### config.mk
export PLATFORM = sky130hd
export DESIGN_NAME = mac_err_stats
export DESIGN_NICKNAME = d
export VERILOG_FILES = /design/src/rtl/mac_err_stats.sv
export SDC_FILE = /design/constraint.sdc
export NUM_CORES = 1
export LEC_CHECK = 0
export BUFFER_PORTS_ARGS = -buffer_cell sky130_fd_sc_hd__buf_2
export CORE_MARGIN = 2
export CORE_UTILIZATION = 62
export DETAILED_ROUTE_END_ITERATION = 10
export PLACE_DENSITY = 0.88
export SYNTH_ARGS = -nofsm -noshare
export SYNTH_HDL_FRONTEND = slang
export SYNTH_SLANG_ARGS = --single-unit
export TNS_END_PERCENT = 50
### constraint.sdc
create_clock -name clk -period 2.3 [get_ports clk]
set_input_delay 0.23 -clock clk [delete_from_list [all_inputs] [get_ports clk]]
set_output_delay 0.23 -clock clk [all_outputs]
set_load 0.02 [all_outputs]
### src/rtl/mac_err_stats.sv
module mac_err_stats #(
  parameter int RX_W  = 16,
  parameter int ALN_W = 12,
  parameter int TX_W  = 12,
  parameter int AW    = 5,
  parameter int DW    = 32
) (
  input  logic          clk,
  input  logic          rst_n,
  input  logic [6:0]    rx_evt,
  input  logic [6:0]    tx_evt,
  input  logic          reg_we,
  input  logic [AW-1:0] reg_addr,
  input  logic [DW-1:0] reg_wdata,
  output logic [DW-1:0] reg_rdata,
  output logic          irq
);
  localparam int NEV = 7;
  localparam int RX_POS [NEV] = '{14, 8, 7, 6, 3, 2, 0};
  localparam int TX_POS [NEV] = '{6, 8, 5, 4, 2, 15, 16};
  localparam int TX_BASE = 8;
  localparam int A_RXC = 16;
  localparam int A_RXM = 17;
  localparam int A_TXC = 18;
  localparam int A_TXM = 19;

  logic [DW-1:0] rx_cnt [NEV];
  logic [DW-1:0] tx_cnt [NEV];
  logic [NEV-1:0] rx_wrap, tx_wrap;
  logic [DW-1:0] rx_set, tx_set;
  logic [DW-1:0] rx_carry, tx_carry, rx_mask, tx_mask;
  logic [DW-1:0] rx_clr, tx_clr;

  for (genvar i = 0; i < NEV; i++) begin : g_rx
    localparam int W = (i == 1) ? ALN_W : RX_W;
    logic [W-1:0] c;
    logic hit;
    assign hit = reg_we && (reg_addr == AW'(i));
    always_ff @(posedge clk or negedge rst_n)
      if (!rst_n)         c <= '0;
      else if (hit)       c <= reg_wdata[W-1:0];
      else if (rx_evt[i]) c <= c + 1'b1;
    assign rx_wrap[i] = !hit && rx_evt[i] && (&c);
    assign rx_cnt[i]  = DW'(c);
  end

  for (genvar i = 0; i < NEV; i++) begin : g_tx
    logic [TX_W-1:0] c;
    logic hit;
    assign hit = reg_we && (reg_addr == AW'(TX_BASE + i));
    always_ff @(posedge clk or negedge rst_n)
      if (!rst_n)         c <= '0;
      else if (hit)       c <= reg_wdata[TX_W-1:0];
      else if (tx_evt[i]) c <= c + 1'b1;
    assign tx_wrap[i] = !hit && tx_evt[i] && (&c);
    assign tx_cnt[i]  = DW'(c);
  end

  always_comb begin
    rx_set = '0;
    tx_set = '0;
    for (int i = 0; i < NEV; i++) begin
      if (rx_wrap[i]) rx_set[RX_POS[i]] = 1'b1;
      if (tx_wrap[i]) tx_set[TX_POS[i]] = 1'b1;
    end
  end

  assign rx_clr = (reg_we && reg_addr == AW'(A_RXC)) ? reg_wdata : '0;
  assign tx_clr = (reg_we && reg_addr == AW'(A_TXC)) ? reg_wdata : '0;

  always_ff @(posedge clk or negedge rst_n)
    if (!rst_n) begin
      rx_carry <= '0;
      tx_carry <= '0;
      rx_mask  <= '1;
      tx_mask  <= '1;
    end else begin
      rx_carry <= (rx_carry & ~rx_clr) | rx_set;
      tx_carry <= (tx_carry & ~tx_clr) | tx_set;
      if (reg_we && reg_addr == AW'(A_RXM)) rx_mask <= reg_wdata;
      if (reg_we && reg_addr == AW'(A_TXM)) tx_mask <= reg_wdata;
    end

  assign irq = |(rx_carry & ~rx_mask) || |(tx_carry & ~tx_mask);

  always_comb begin
    reg_rdata = '0;
    for (int i = 0; i < NEV; i++) begin
      if (reg_addr == AW'(i))           reg_rdata = rx_cnt[i];
      if (reg_addr == AW'(TX_BASE + i)) reg_rdata = tx_cnt[i];
    end
    if (reg_addr == AW'(A_RXC)) reg_rdata = rx_carry;
    if (reg_addr == AW'(A_RXM)) reg_rdata = rx_mask;
    if (reg_addr == AW'(A_TXC)) reg_rdata = tx_carry;
    if (reg_addr == AW'(A_TXM)) reg_rdata = tx_mask;
  end
endmodule

* Word level (Yosys, flattened, before mapping)
Cells that the tools add are included.
** Cells by class
- Add/sub/neg operators :: 14
- Eq/ne operators :: 17
- Multiplexer cells :: 62
- Bitwise logic cells :: 10
- Reductions and logical operators :: 92
** Operators with widths (count)
- $mux 32 :: 19
- $mux 16 :: 13
- $mux 12 :: 16
- $and 32x32->32 :: 4
- $not 32->32 :: 4
- $add 12x1->12 const B :: 8
- $add 16x1->16 const B :: 6
- $reduce_and 12->1 :: 8
- $reduce_and 16->1 :: 6
- $reduce_or 32->1 :: 2
- $logic_and 1x1->1 :: 46
- $eq 5x4->1 const B :: 7
- $or 32x15->32 :: 1
- $or 32x17->32 :: 1
- $reduce_bool 2->1 :: 14
- $eq 5x5->1 const B :: 4
- $eq 5x3->1 const B :: 3
- $logic_not 1->1 :: 14
- $mux 1 :: 14
- $eq 5x2->1 const B :: 2
- $eq 5x1->1 const B :: 1
- $logic_not 5->1 :: 1
- $logic_or 1x1->1 :: 1
** Word-level totals
- Register bits after elaboration :: 320
- Input bits :: 54
- Output and inout bits :: 33
- Word-level logic and storage cells :: 213

* Depth between registers and ports, before layout
Gate-level depths: netlist of run 1.
- Depth after elaboration :: 19
- Mapped depth :: 9
- Depth with buffers taken out :: 7

* Least setup slack after synthesis of run 1
OpenSTA, ideal clock, no wires.
- Kind :: input to output
- From :: input port reg_addr[0]
- To :: output port reg_rdata[10]
- Arrival time :: 1.877 ns
- Required time :: 2.070 ns
- Setup slack :: 0.193 ns
- Cell stages on the path :: 8
- Path buffers :: 4
- Cell sequence :: buf_2 -> buf_6 -> buf_4 -> buf_2 -> nand3_1 -> o22ai_1 -> a311o_1 -> a31oi_1
** On the way
- Longest elaborated chain between the ends :: 19
- Elaborated cells between the ends (all ways) :: 36
- Those cells by class :: eq/ne: 17; mux: 18; reduce/logical: 1
** Ends and longest elaborated chain
- from (decl) :: line 13 : input logic [AW-1:0] reg_addr,
- $logic_not 5->1 :: line 89 : if (reg_addr == AW'(i)) reg_rdata = rx_cnt[i];
- $mux 16 :: line 89
- $mux 32 :: line 90 : if (reg_addr == AW'(TX_BASE + i)) reg_rdata = tx_cnt[i];
- $mux 32 :: line 89
- $mux 32 :: line 90
- $mux 32 :: line 89
- $mux 32 :: line 90
- $mux 32 :: line 89
- (+3 left out)
- $mux 32 :: line 89
- $mux 32 :: line 90
- $mux 32 :: line 89
- $mux 32 :: line 90
- $mux 32 :: line 92 : if (reg_addr == AW'(A_RXC)) reg_rdata = rx_carry;
- $mux 32 :: line 93 : if (reg_addr == AW'(A_RXM)) reg_rdata = rx_mask;
- $mux 32 :: line 94 : if (reg_addr == AW'(A_TXC)) reg_rdata = tx_carry;
- $mux 32 (*) :: line 95 : if (reg_addr == AW'(A_TXM)) reg_rdata = tx_mask;
- to (decl) :: line 15 : output logic [DW-1:0] reg_rdata,
Mark *: on every way between the ends. The rest lies on a longest branch, timed or not.

* Worst setup path in the final report of run 1
- From :: register rx_mask[31]
- To :: output port irq
** On the way
- Longest elaborated chain between the ends :: 4
** Ends and longest elaborated chain
- from (decl) :: line 31 : logic [DW-1:0] rx_carry, tx_carry, rx_mask, tx_mask;
- from (signal assigned) :: line 80 : if (reg_we && reg_addr == AW'(A_RXM)) rx_mask <= reg_wdata;
- $not 32->32 :: line 84 : assign irq = |(rx_carry & ~rx_mask) || |(tx_carry & ~tx_mask);
- $and 32x32->32 :: line 84
- $reduce_or 32->1 :: line 84
- $logic_or 1x1->1 :: line 84
- to (decl) :: line 16 : output logic irq
No other way between the ends.

==> qor.csv, run 1 <==
stage;metric;value;unit
run_status;status;finished, violations left;
run_status;violations;setup timing;
critical_path;required;2.07;ns
detailed_routing;wl_per_cell;29.2;µm
synth;ys.flop_type;dfrtp_1;
cts;h-tree-depth;2;
power;report.power.total;22800;µW
detailed_routing;route.detailed.drc;0;
placement;hpwlAfterDp;52500;µm
synth;synth_area_per_cell;9.05;µm²
final_layout;stdcell_count;2706;
synth;yosys_register_bits;320;
timing;hold_viol;0;
global_routing;track_usage;49.7;%
timing;clock.fmax;362;MHz
critical_path;cp_max_fo;3;
placement;dpl.cell_count;2601;
timing;fin_setup_tns;-3.82;ns
synth;post-synth-top-area-cell;dfrtp_1;
critical_path;arrival;2.53;ns
cts;clock_latency;0.55;ns
timing;final_max_slew_viol_count;0;
global_routing;first_global_vias;18500;
power;pwr-share-comb;28.2;%
synth;postSynthNetCount;2111;
floorplanning;initial_core_util;62.7;%
detailed_routing;drt-initial-drc-count;2603;
power;seqPwrFrac;46.3;%
floorplanning;num_rows;63;
cts;clkTransAtPathRegs;0.06;ns
cts;cts_buffers;36;
synth;synth_top_area_share;34.6;%
timing;whs;0.0582;ns
global_routing;grt_max_degree;95;
power;p_leak;0.00979;µW
cts;cts_tree;done;
critical_path;cp-start-kind;flop;
detailed_routing;vias;18600;
timing;period_share;120;%
floorplanning;coreArea;0.0295;mm²
final_layout;final_nets;2353;
timing;finClkSkew;0.0277;ns
final_layout;n_fill_cell;1886;
timing;layout_setup_ws;-0.460;ns
timing;fin_crit;2.76;ns
global_routing;grt_pass1_wl;114000;µm
job;drv_cap;0;
timing;rsz0062_at_grt;true;
global_routing;grt-ovfl-total;0;
global_routing;grt_antenna_before_repair;5;
timing;slew-limit-headroom;38.9;%
cts;cts_sinks;320;
timing;setup_viol;20;
floorplanning;die_h;177;µm
critical_path;crit_type;reg -> out;
detailed_routing;ant_nets;0;
floorplanning;num_io_pins;87;
power;peakVddDrop;962;µV
min_path;hold_path_class;in -> reg;
synth;async_flop_share;100;%
final_layout;drive_above_1_share;28.3;%
synth;synth_cell_types;80;
power;powerDensity;988;mW/mm²
power;power.share.clock;25.5;%
cts;clockBufferDepth;3;
synth;synth-edff-count;0;
cts;cts_root_buf;clkbuf_16;
critical_path;end_kind;output port;
power;netSwitchingFraction;38.8;%
power;internal_power;13900;µW
timing;worst_pin_slew;0.916;ns
synth;syn_area;0.0185;mm²
synth;synth.area.top_cells;dfrtp_1 35%, dfstp_2 9.1%, a21oi_1 7.4%, nor2_1 5.4%, xor2_1 5.4%;
synth;ys_seq_area_share;43.7;%
synth;yosysWarnings;0;
power;switchingPower;8840;µW
placement;portBuffers;86;
detailed_routing;drt-total-wl;78900;µm
detailed_routing;routed_via_density;6.87;
synth;synth_cells;2043;
placement;gp_congestion;1.05;
floorplanning;die_x;177;µm
floorplanning;dieArea;0.0312;mm²
detailed_routing;drt_first_pass_iters;6;
final_layout;synthToLayoutAreaGrowth;24.7;%
path summary, 6_finish.rpt:
check / start / endpoint / slack [ns] / cells past startpoint
setup / recovery: rx_mask[31]$_DFFE_PN1P_ / irq / -0.46 / 5
hold / removal: tx_evt[0] / tx_carry[6]$_DFF_PN0_ / 0.06 / 3
setup reg to reg: g_rx[2].c[0]$_DFFE_PN0P_ / g_rx[2].c[14]$_DFFE_PN0P_ / 0.18 / 7
hold reg to reg: rx_carry[6]$_DFF_PN0_ / rx_carry[6]$_DFF_PN0_ / 0.51 / 2
max in group asynchronous: rst_n / g_rx[1].c[6]$_DFFE_PN0P_ / 1.21 / 3
min in group asynchronous: rst_n / rx_carry[20]$_DFF_PN0_ / 0.21 / 2
through the flow:
step / instance area, µm² / util (%) / setup slack [ns]
after floorplan: 18500 / - / 0.193
after global placement: 20600 / 69.9 / -0.434
after detailed placement: 20600 / 69.9 / -0.380
after CTS: 22400 / 76.1 / -0.363
after global routing: 23000 / 78.2 / -0.500
final: 23000 / 78.2 / -0.460
what timing repair did:
item                                    in CTS  in global routing
hold buffers                                17                  0
setup buffers                               10                 11
gates cloned                                 0                  3
hold endpoints to repair                    93                  0
endpoints found under the setup margin      23                 24
pin swaps                                   35                 37
gates resized for setup                    105                110
layer usage:
layer  GRT usage, %  vias to the layer above  share of wire [%]
met2           78.9                     1454                 45
met5           1.44                        -               0.29
met4           36.7                       10                9.2
met1           57.3                     8919                 34
li1               -                     7730                  -
met3           14.3                      490                 11
power groups by stage:
stage	Sequential [µW]	Combinational (µW)	Clock (µW)
global route	10600	6930	6030
detailed placement	10300	5560	0
global placement	10300	5260	0
CTS	10300	5990	5750
finish	10500	6420	5820
floorplan	9100	4000	0
registers in the layout (all words and copies together) (netlist names):
name	count
g_rx.c	108
tx_carry	32
tx_mask	32
g_tx.c	84
rx_carry	32
rx_mask	32
cells in the mapped netlist, drive strengths merged (10+ instances only):
library cell and instances:
mux2i 22, o22ai 36, dfrtp 256, inv 77
nor2b 13, a21boi 25, xor2 113, or3 10
a21oi 272, nand4 43, and4 12, nand3 74
ha 14, nand2 161, mux4 12, clkbuf 68
and3 40, mux2 68, nor2 279, a221oi 27
a22oi 19, a31oi 15, xnor2 64, dfstp 64
and2 14, nor3 22, buf 63, nand2b 10
o21ai 39
cells in the final DEF, fill, tap and decap left out, drive strengths merged, types with 10 or more instances in the layout:
| cell | n |
|---|---|
| nor2b | 13 |
| mux2i | 22 |
| dfrtp | 256 |
| a221oi | 27 |
| o21ai | 39 |
| and4 | 12 |
| a22oi | 19 |
| and2 | 14 |
| nand3 | 74 |
| xnor2 | 64 |
| clkbuf | 58 |
| a21boi | 25 |
| mux4 | 12 |
| dlygate4sd3 | 17 |
| ha | 14 |
| a31oi | 15 |
| or3 | 10 |
| nor2 | 279 |
| xor2 | 113 |
| a21oi | 272 |
| buf | 314 |
| mux2 | 68 |
| nand4 | 43 |
| nand2 | 161 |
| o22ai | 36 |
| and3 | 40 |
| dfstp | 64 |
| nand2b | 10 |
| nor3 | 22 |
| inv | 80 |
layout make-up:
type / instances / area (µm²) / share of cell area (%)
diodes: 3 / 7.51 / 0.0326
clock buffers: 54 / 1040 / 4.51
clock inverters: 12 / 126 / 0.548
inverters: 78 / 295 / 1.28
multi-input cells: 1514 / 10200 / 44.1
flip-flops and latches: 320 / 8110 / 35.2
well taps: 390 / 488 / 2.12
repair buffers: 335 / 2840 / 12.3
cells by family (layout without fill, tap and decap cells):
group,Yosys count,count (layout),synth area share [%]
buf+inv,209,479,4.85
fa+ha+maj,14,14,0.947
xor+xnor,177,177,8.38
compound gates,515,515,17.2
flops,320,320,43.7
simple gates,706,706,18.1
mux,102,102,6.79
other cells,0,3,0
worst max-delay path, cell delays in order (launching register included):
cell	delay (ns)
dfstp_2	0.60
o22ai_1	0.30
a221oi_2	0.32
nand3_1	0.11
or4_4	0.51
buf_6	0.15
(Power assumes the default switching activity.)
==> run 2: changes to the inputs <==
--- a/config.mk
+++ b/config.mk
@@ -6,10 +6,13 @@
 export NUM_CORES = 1
 export LEC_CHECK = 0
 export BUFFER_PORTS_ARGS = -buffer_cell sky130_fd_sc_hd__buf_2
+export CELL_PAD_IN_SITES_DETAIL_PLACEMENT = 1
+export CELL_PAD_IN_SITES_GLOBAL_PLACEMENT = 1
 export CORE_MARGIN = 2
-export CORE_UTILIZATION = 62
+export CORE_UTILIZATION = 48
 export DETAILED_ROUTE_END_ITERATION = 10
 export PLACE_DENSITY = 0.88
+export RECOVER_POWER = 50
 export SYNTH_ARGS = -nofsm -noshare
 export SYNTH_HDL_FRONTEND = slang
 export SYNTH_SLANG_ARGS = --single-unit
==> constraint.sdc (replaced) <==
create_clock -name clk -period 2.3 [get_ports clk]
set_input_delay 0.23 -clock clk [delete_from_list [all_inputs] [get_ports clk]]
set_output_delay 0.23 -clock clk [all_outputs]
set_load 0.05 [all_outputs]
==> run 2 against run 1 <==
  * The run now fails in global routing (5_1_grt)
  * Synthesized area unchanged
  * Synthesized cell count stayed put
==> qor.csv, run 2 <==
stage;metric;value;unit;change
run_status;status;aborted with a tool error;;was finished, violations left
run_status;lastStage;global routing (5_1_grt);;
run_status;error_line;[ERROR GRT-0232] Routing congestion too high. Check the congestion heatmap in the GUI.;;
synth;synth-compound-area-share;17.2;%;unchanged
synth;synth_mux_area_share;6.79;%;unchanged
placement;portBuffers;86;;unchanged
synth;ys.flop_type;dfrtp_1;;unchanged
synth;synth_top_family_by_area;simple AND/OR/NAND/NOR gates;;unchanged
floorplanning;num_rows;71;;was 63
synth;yosys_register_bits;320;;unchanged
synth;ys_seq_area_share;43.7;%;unchanged
placement;gp_congestion;1.06;;was 1.05
synth;synth_common_cells;272 x a21oi_1, 266 x nor2_1, 256 x dfrtp_1;;unchanged
placement;dpl.cell_count;2740;;was 2601
synth;yosysWarnings;0;;unchanged
synth;synth_area_per_cell;9.05;µm²;unchanged
global_routing;grt_antenna_before_repair;26;;
cts;cts_buffers;38;;was 36
synth;synth-edff-count;0;;unchanged
synth;synth_cell_types;80;;unchanged
timing;endpoint_type;output port;;
synth;syn_area;0.0185;mm²;unchanged
synth;async_flop_share;100;%;unchanged
global_routing;grt_max_degree;82;;
floorplanning;die_h;200;µm;was 177 µm
synth;synth.area.top_cells;dfrtp_1 35%, dfstp_2 9.1%, a21oi_1 7.4%, nor2_1 5.4%, xor2_1 5.4%;;unchanged
placement;hpwlAfterDp;59200;µm;was 52500 µm
synth;synth_cells;2043;;unchanged
synth;postSynthNetCount;2111;;unchanged
placement;placed_cell_area;0.0210;mm²;was 0.0206 mm²
synth;synthAdderAreaFrac;0.947;%;unchanged
synth;synthXorXnorAreaFrac;8.38;%;unchanged
synth;synth.most_common_cell;a21oi_1;;unchanged
synth;synth_top_area_share;34.6;%;unchanged
floorplanning;initial_core_util;48.9;%;was 62.7%
cts;cts_root_buf;clkbuf_16;;unchanged
global_routing;track_usage;69.8;%;
cts;h-tree-depth;2;;unchanged
floorplanning;die_x;200;µm;was 177 µm
synth;post-synth-top-area-cell;dfrtp_1;;unchanged
timing;grt-worst-endpoint;irq;;
cts;clockBufferDepth;3;;unchanged
cts;cts_sinks;320;;unchanged
floorplanning;num_io_pins;87;;unchanged
synth;synthSimpleGateAreaFrac;18.1;%;unchanged
global_routing;grt-ovfl-total;39;;
run 2: cell counts after synthesis:
Identical to the previous run, type by type.
run 2: cell families after synthesis:
group                      count (synthesis)
adders and majority gates                 14
buffers and inverters                    209
DFF                                      320
muxes                                    102
xor gates and xnor gates                 177
and+or+nand+nor                          706
AOI/OAI and AO/OA                        515
run 2: repair_timing:
action	in CTS
setup endpoints to repair	22
hold buffers	18
buffers inserted	21
pin swaps	54
endpoints found under the hold margin	115
gates resized for setup	158
run 2: stage by stage:
| stage | setup slack, ns | util, % |
|---|---|---|
| floorplan | -0.171 | - |
| global placement | -0.477 | 55.5 |
| detailed placement | -0.445 | 55.5 |
| CTS | -0.406 | 61.4 |
run 2: per-layer routing:
layer  overflow  GRT usage [%]
met4         17           63.0
met1          0           70.4
met3          2           57.7
met5          0           34.3
met2         20           85.0
==> run 3: changes to the inputs <==
--- a/config.mk
+++ b/config.mk
@@ -6,12 +6,10 @@
 export NUM_CORES = 1
 export LEC_CHECK = 0
 export BUFFER_PORTS_ARGS = -buffer_cell sky130_fd_sc_hd__buf_2
-export CELL_PAD_IN_SITES_DETAIL_PLACEMENT = 1
-export CELL_PAD_IN_SITES_GLOBAL_PLACEMENT = 1
 export CORE_MARGIN = 2
-export CORE_UTILIZATION = 48
+export CORE_UTILIZATION = 40
 export DETAILED_ROUTE_END_ITERATION = 10
-export PLACE_DENSITY = 0.88
+export PLACE_DENSITY_LB_ADDON = 0.15
 export RECOVER_POWER = 50
 export SYNTH_ARGS = -nofsm -noshare
 export SYNTH_HDL_FRONTEND = slang
==> run 3 against run 2 <==
  * The flow now finishes, with violations (capacitance limit, slew limit, setup timing)
==> qor.csv, run 3 (same netlist as run 1, synthesis figures left out) <==
stage;metric;value;unit;change
critical_path;r2r_start;g_rx[0].c[3]$_DFFE_PN0P_;;
placement;portBuffers;86;;unchanged
detailed_routing;wl_per_cell;26.1;µm;
timing;clock.fmax;345;MHz;
run_status;violations;capacitance limit, slew limit, setup timing;;
detailed_routing;drt-initial-drc-count;1355;;
critical_path;crit_top_cell;buf_4;;
global_routing;first_global_vias;16800;;
floorplanning;die_x;219;µm;was 200 µm
critical_path;setup.worst_path.start;rx_mask[8]$_DFFE_PN1P_;;
placement;hpwlAfterDp;57000;µm;was 59200 µm
timing;layout_setup_ws;-0.600;ns;
placement;pre_cts_ws;-0.643;ns;was -0.445 ns
placement;gp_congestion;1.04;;was 1.06
timing;finClkSkew;0.0107;ns;
detailed_routing;route.detailed.drc;0;;
min_path;min-delay-start;rx_evt[0];;
floorplanning;num_io_pins;87;;unchanged
timing;hold_viol;0;;
critical_path;cp-start-kind;flop;;
job;drv_cap;1;;
final_layout;final_common_cell;a21oi_1;;
critical_path;end_kind;output port;;
critical_path;required;2.07;ns;
power;pwr-share-comb;27.8;%;
power;internal_power;14800;µW;
cts;cts_buffers;38;;unchanged
timing;period_share;126;%;
timing;worst_pin_slew;2.16;ns;
critical_path;cp_num_buf_inv;4;;
floorplanning;coreArea;0.0455;mm²;
floorplanning;num_rows;78;;was 71
cts;cts_tree;done;;
critical_path;cp_max_fo;2;;
critical_path;cp_slowest_stage_delay;0.53;ns;
global_routing;track_usage;32.3;%;
cts;cts_sinks;320;;unchanged
final_layout;top_regs;g_rx.c x108, g_tx.c x84;;
global_routing;grt_max_degree;73;;
critical_path;ff2ff_setup_slack;0.18;ns;
power;switchingPower;8570;µW;
timing;final_max_slew_viol_count;69;;
floorplanning;initial_core_util;40.7;%;was 48.9%
global_routing;grt_pass1_wl;112000;µm;
final_layout;diodes;0;;
cts;clockBufferDepth;3;;unchanged
final_layout;stdcell_count;2938;;
final_layout;n_fill_cell;4331;;
timing;setup_viol;17;;
detailed_routing;ant_nets;0;;
detailed_routing;routed_via_density;5.72;;
min_path;hold_path_class;in -> reg;;
cts;cts_root_buf;clkbuf_16;;unchanged
critical_path;cp_cell_sequence;inv_1, a22oi_2, buf_4, o221ai_1, nor3_1, buf_4, nand3_1, or4_4, buf_6;;
critical_path;cpMaxStageDelayCell;dfstp_2;;
timing;rsz0062_at_grt;true;;
global_routing;grt-ovfl-total;0;;
cts;clkTransAtPathRegs;0.06;ns;
placement;dpl.cell_count;2839;;was 2740
timing;whs;0.0282;ns;
power;netSwitchingFraction;36.7;%;
final_layout;top_register;g_rx.c;;
power;powerDensity;990;mW/mm²;
global_routing;grt_antenna_before_repair;2;;
detailed_routing;drt-total-wl;76600;µm;
final_layout;layout_common_cells;264 x a21oi_1, 263 x nor2_1, 245 x dfrtp_1;;
floorplanning;die_h;219;µm;was 200 µm
run_status;status;finished, violations left;;was aborted with a tool error
detailed_routing;vias;16800;;
timing;slew-limit-headroom;-43.7;%;
power;power.share.clock;28.0;%;
final_layout;drive_above_1_share;28.4;%;
floorplanning;dieArea;0.0480;mm²;
final_layout;largest_reg_flops;108;;
cts;h-tree-depth;2;;unchanged
power;p_leak;0.00993;µW;
final_layout;final_nets;2377;;
detailed_routing;drt_first_pass_iters;5;;
critical_path;arrival;2.67;ns;
final_layout;synthToLayoutAreaGrowth;27.6;%;
power;seqPwrFrac;44.3;%;
power;peakVddDrop;728;µV;
critical_path;crit_type;reg -> out;;
timing;fin_crit;2.90;ns;
cts;clock_latency;0.58;ns;
critical_path;worst_path_dominant_cell_family;simple AND/OR/NAND/NOR gates;;
==> run 3: layout make-up <==
cell class                 count  area, µm²  area share (%)
tap                          600        751            3.18
clock buffer                  53       1070            4.53
clock inverter                16        278            1.18
multi-input combinational   1514      10200            43.2
timing repair buffer         357       2920            12.4
inverter                      78        293            1.24
sequential                   320       8100            34.4
==> run 3: worst paths after layout <==
| check | end | cells after the start |
|---|---|---|
| min in group asynchronous | tx_carry[31]$_DFF_PN0_ | 2 |
| hold / removal | g_rx[0].c[0]$_DFFE_PN0P_ | 3 |
| setup reg to reg | g_rx[0].c[14]$_DFFE_PN0P_ | 8 |
| setup / recovery | irq | 9 |
| hold reg to reg | rx_carry[6]$_DFF_PN0_ | 2 |
| max in group asynchronous | g_rx[0].c[0]$_DFFE_PN0P_ | 3 |
==> run 3: per-layer routing <==
layer | track usage [%] | vias up | routed length, µm
met3 | 4.30 | 166 | 3310
li1 | - | 7747 | -
met1 | 40.7 | 8386 | 32000
met4 | 14.6 | 2 | 3880
met5 | 0 | - | 13
met2 | 55.0 | 507 | 37400
==> run 3: what timing repair did <==
item | CTS | global route
buffers inserted | 12 | 6
gates cloned | 0 | 1
hold buffers | 19 | 0
pin swaps | 48 | 25
resized for setup | 126 | 62
endpoints found under the hold margin | 115 | 0
setup endpoints to repair | 21 | 21
==> run 3: stage by stage <==
stage               utilization, %  total power [µW]  cell area (µm²)  setup TNS, ns
floorplan                        -             13200            18500         -0.556
global placement              46.6             16200            21200         -11.15
detailed placement            46.6             16300            21200         -10.81
CTS                           51.3             23300            23300          -4.91
global route                  51.9             24500            23600         -17.99
finish                        51.9             23300            23600          -5.43
==> run 3: worst min-delay path: stages <==
cell	delay, ns
buf_2	0.15
xnor2_1	0.13
a21oi_1	0.06
==> run 3: power groups by stage <==
| stage | clock (µW) | sequential (µW) | combinational [µW] |
|---|---|---|---|
| 2_1_floorplan | 0 | 9100 | 4140 |
| 3_3_place_gp | 0 | 10300 | 5860 |
| 3_5_place_dp | 0 | 10400 | 5980 |
| 4_1_cts | 6660 | 10300 | 6360 |
| 5_1_grt | 6900 | 10500 | 7110 |
| 6_report | 6530 | 10300 | 6480 |
==> run 4: changes to the inputs <==
--- a/config.mk
+++ b/config.mk
@@ -5,12 +5,13 @@
 export SDC_FILE = /design/constraint.sdc
 export NUM_CORES = 1
 export LEC_CHECK = 0
-export BUFFER_PORTS_ARGS = -buffer_cell sky130_fd_sc_hd__buf_2
+export BUFFER_PORTS_ARGS = -buffer_cell sky130_fd_sc_hd__buf_4
 export CORE_MARGIN = 2
 export CORE_UTILIZATION = 40
 export DETAILED_ROUTE_END_ITERATION = 10
 export PLACE_DENSITY_LB_ADDON = 0.15
 export RECOVER_POWER = 50
+export REMOVE_ABC_BUFFERS = 1
 export SYNTH_ARGS = -nofsm -noshare
 export SYNTH_HDL_FRONTEND = slang
 export SYNTH_SLANG_ARGS = --single-unit
==> run 4 against run 3 <==
  * The flow still finishes with violations (capacitance limit, slew limit, setup timing)
  * Sequential cell count is the same
  * Sequential share of layout area shrank 0.11 points
  * Critical endpoint is now reg_rdata[11]
  * Non-clock buffer count grew 19
  * Combinational power grew 0.6%
  * Via count grew 1.4%
  * First-iteration DRC count grew 17%
  * Critical path type unchanged
  * Worst hold slack lost 0.0048 ns
==> qor.csv, run 4 (same netlist as run 1, synthesis figures left out) <==
stage;metric;value;unit;change
cts;cts_buffers;38;;unchanged
global_routing;first_global_vias;17000;;was 16800
power;internal_power;14300;µW;was 14800 µW
critical_path;cp_max_fo;2;;unchanged
critical_path;cp_cell_sequence;mux2i_1, o21ai_1, a222oi_1, buf_4, a21oi_4, o311ai_4, buf_4, o21ai_2, buf_6;;was inv_1, a22oi_2, buf_4, o221ai_1, nor3_1, buf_4, nand3_1, or4_4, buf_6
final_layout;drive_above_1_share;28.2;%;was 28.4%
critical_path;cp-start-kind;flop;;unchanged
global_routing;grt_antenna_before_repair;4;;was 2
placement;placed_cell_area;0.0213;mm²;was 0.0212 mm²
power;seqPwrFrac;45.0;%;was 44.3%
placement;dpl.cell_count;2848;;was 2839
detailed_routing;ant_nets;0;;unchanged
job;drv_cap;1;;unchanged
run_status;violations;capacitance limit, slew limit, setup timing;;unchanged
power;pwr-share-comb;28.4;%;was 27.8%
cts;cts_sinks;320;;unchanged
detailed_routing;drt_first_pass_iters;5;;unchanged
final_layout;synthToLayoutAreaGrowth;27.9;%;was 27.6%
final_layout;top_register;g_rx.c;;unchanged
detailed_routing;route.detailed.drc;0;;unchanged
detailed_routing;drt-initial-drc-count;1580;;was 1355
global_routing;grt_pass1_wl;111000;µm;was 112000 µm
power;power.share.clock;26.5;%;was 28.0%
min_path;hold_depth;3;;unchanged
cts;clkTransAtPathRegs;0.06;ns;about the same
timing;layout_setup_ws;-0.459;ns;was -0.600 ns
timing;slew-limit-headroom;-13.9;%;was -43.7%
timing;finClkSkew;0.0212;ns;was 0.0107 ns
cts;clock_latency;0.58;ns;about the same
critical_path;cp_slowest_stage_delay;0.40;ns;was 0.53 ns
timing;rsz0062_at_grt;true;;unchanged
power;switchingPower;8580;µW;was 8570 µW
critical_path;cp.depth;9;;unchanged
floorplanning;num_io_pins;87;;unchanged
cts;cts_tree;done;;unchanged
critical_path;reg2reg_depth;7;;was 8
timing;worst_pin_slew;1.71;ns;was 2.16 ns
floorplanning;coreArea;0.0455;mm²;unchanged
run_status;status;finished, violations left;;unchanged
timing;setup_viol;17;;unchanged
final_layout;stdcell_count;2958;;was 2938
cts;cts_root_buf;clkbuf_16;;unchanged
min_path;hold_path_class;in -> reg;;unchanged
placement;hpwlAfterDp;54200;µm;was 57000 µm
final_layout;final_nets;2396;;was 2377
critical_path;arrival;2.53;ns;was 2.67 ns
global_routing;track_usage;31.4;%;was 32.3%
timing;clock.fmax;362;MHz;was 345 MHz
final_layout;top_regs;g_rx.c x108, g_tx.c x84;;unchanged
final_layout;largest_reg_flops;108;;unchanged
final_layout;n_fill_cell;4297;;was 4331
critical_path;cp_num_buf_inv;3;;was 4
cts;h-tree-depth;2;;unchanged
critical_path;required;2.07;ns;about the same
detailed_routing;wl_per_cell;25.1;µm;was 26.1 µm
power;p_leak;0.00997;µW;was 0.00993 µW
detailed_routing;drt-total-wl;74100;µm;was 76600 µm
floorplanning;die_x;219;µm;unchanged
placement;gp_congestion;1.02;;was 1.04
cts;clockBufferDepth;3;;unchanged
critical_path;crit_type;reg -> out;;unchanged
power;netSwitchingFraction;37.4;%;was 36.7%
floorplanning;dieArea;0.0480;mm²;unchanged
critical_path;worst_path_dominant_cell_family;compound AO/OA/AOI/OAI gates;;was simple AND/OR/NAND/NOR gates
floorplanning;num_rows;78;;unchanged
critical_path;crit_top_cell;buf_4;;unchanged
timing;final_max_slew_viol_count;62;;was 69
detailed_routing;vias;17000;;was 16800
detailed_routing;routed_via_density;5.76;;was 5.72
timing;period_share;120;%;was 126%
floorplanning;initial_core_util;40.7;%;unchanged
final_layout;final_common_cell;buf_4;;was a21oi_1
critical_path;cpMaxStageDelayCell;dfrtp_1;;was dfstp_2
power;powerDensity;969;mW/mm²;was 990 mW/mm²
global_routing;grt_max_degree;68;;was 73
power;report.power.total;22900;µW;was 23300 µW
placement;portBuffers;86;;unchanged
final_layout;layout_common_cells;299 x buf_4, 264 x nor2_1, 262 x a21oi_1;;was 264 x a21oi_1, 263 x nor2_1, 245 x dfrtp_1
critical_path;end_kind;output port;;unchanged
final_layout;final_area;0.0236;mm²;about the same
global_routing;grt-ovfl-total;0;;unchanged
power;peakVddDrop;592;µV;was 728 µV
floorplanning;die_h;219;µm;unchanged
timing;fin_crit;2.76;ns;was 2.90 ns
timing;hold_viol;0;;unchanged
==> run 4: layer usage <==
layer,vias up,GRT usage (%),share of wire [%]
li1,7792,-,-
met3,187,5.34,6.3
met4,4,13.8,4.8
met1,8444,42.4,43
met5,-,0,0.036
met2,621,49.5,46
==> run 4: path summary, 6_finish.rpt <==
path	start	endpoint	slack [ns]
hold / removal	tx_evt[2]	g_tx[2].c[0]$_DFFE_PN0P_	0.02
setup / recovery	g_tx[0].c[11]$_DFFE_PN0P_	reg_rdata[11]	-0.46
hold reg to reg	rx_carry[2]$_DFF_PN0_	rx_carry[2]$_DFF_PN0_	0.51
min in group asynchronous	rst_n	g_rx[6].c[2]$_DFFE_PN0P_	0.64
setup reg to reg	g_rx[0].c[5]$_DFFE_PN0P_	g_rx[0].c[14]$_DFFE_PN0P_	0.37
max in group asynchronous	rst_n	g_tx[1].c[2]$_DFFE_PN0P_	0.10
==> run 4: per-stage QoR <==
step                      setup TNS [ns]  hold slack, ns  setup WS [ns]  util, %
after detailed placement           -7.01           0.224         -0.741     46.8
after global placement             -7.28           0.220         -0.741     46.8
final                              -5.50          0.0234         -0.459     52.0
after floorplan                    -1.25         -0.0656         -0.276        -
after CTS                          -4.81        0.000112         -0.465     51.6
after global routing              -17.32          0.0234         -0.513     52.0
==> run 4: tightest hold or removal path: stages <==
cell     delay [ns]
buf_4          0.14
xnor2_1        0.12
a21oi_1        0.06
==> run 4: repair_timing <==
item	CTS	global route
pin swaps	39	15
buffers inserted	12	1
hold endpoints to repair	128	0
gates cloned	1	1
hold buffers	28	0
resized for setup	117	47
endpoints found under the setup margin	21	21
==> run 4: power by group through the flow <==
stage               Sequential (µW)  Combinational (µW)  Clock (µW)
floorplan                      9120                3960           0
global placement              10300                5900           0
detailed placement            10300                6050           0
CTS                           10300                6440        6170
global route                  10500                7200        6420
finish                        10300                6520        6080
==> run 4: area by class of cell <==
type | instances | area (µm²) | area share [%]
Inverter | 78 | 293 | 1.24
Tap cell | 600 | 751 | 3.18
Clock inverter | 10 | 121 | 0.513
Sequential cell | 320 | 8090 | 34.2
Antenna cell | 2 | 5.00 | 0.0212
Multi-Input combinational cell | 1514 | 10100 | 42.8
Timing Repair Buffer | 376 | 3140 | 13.3
Clock buffer | 58 | 1120 | 4.72
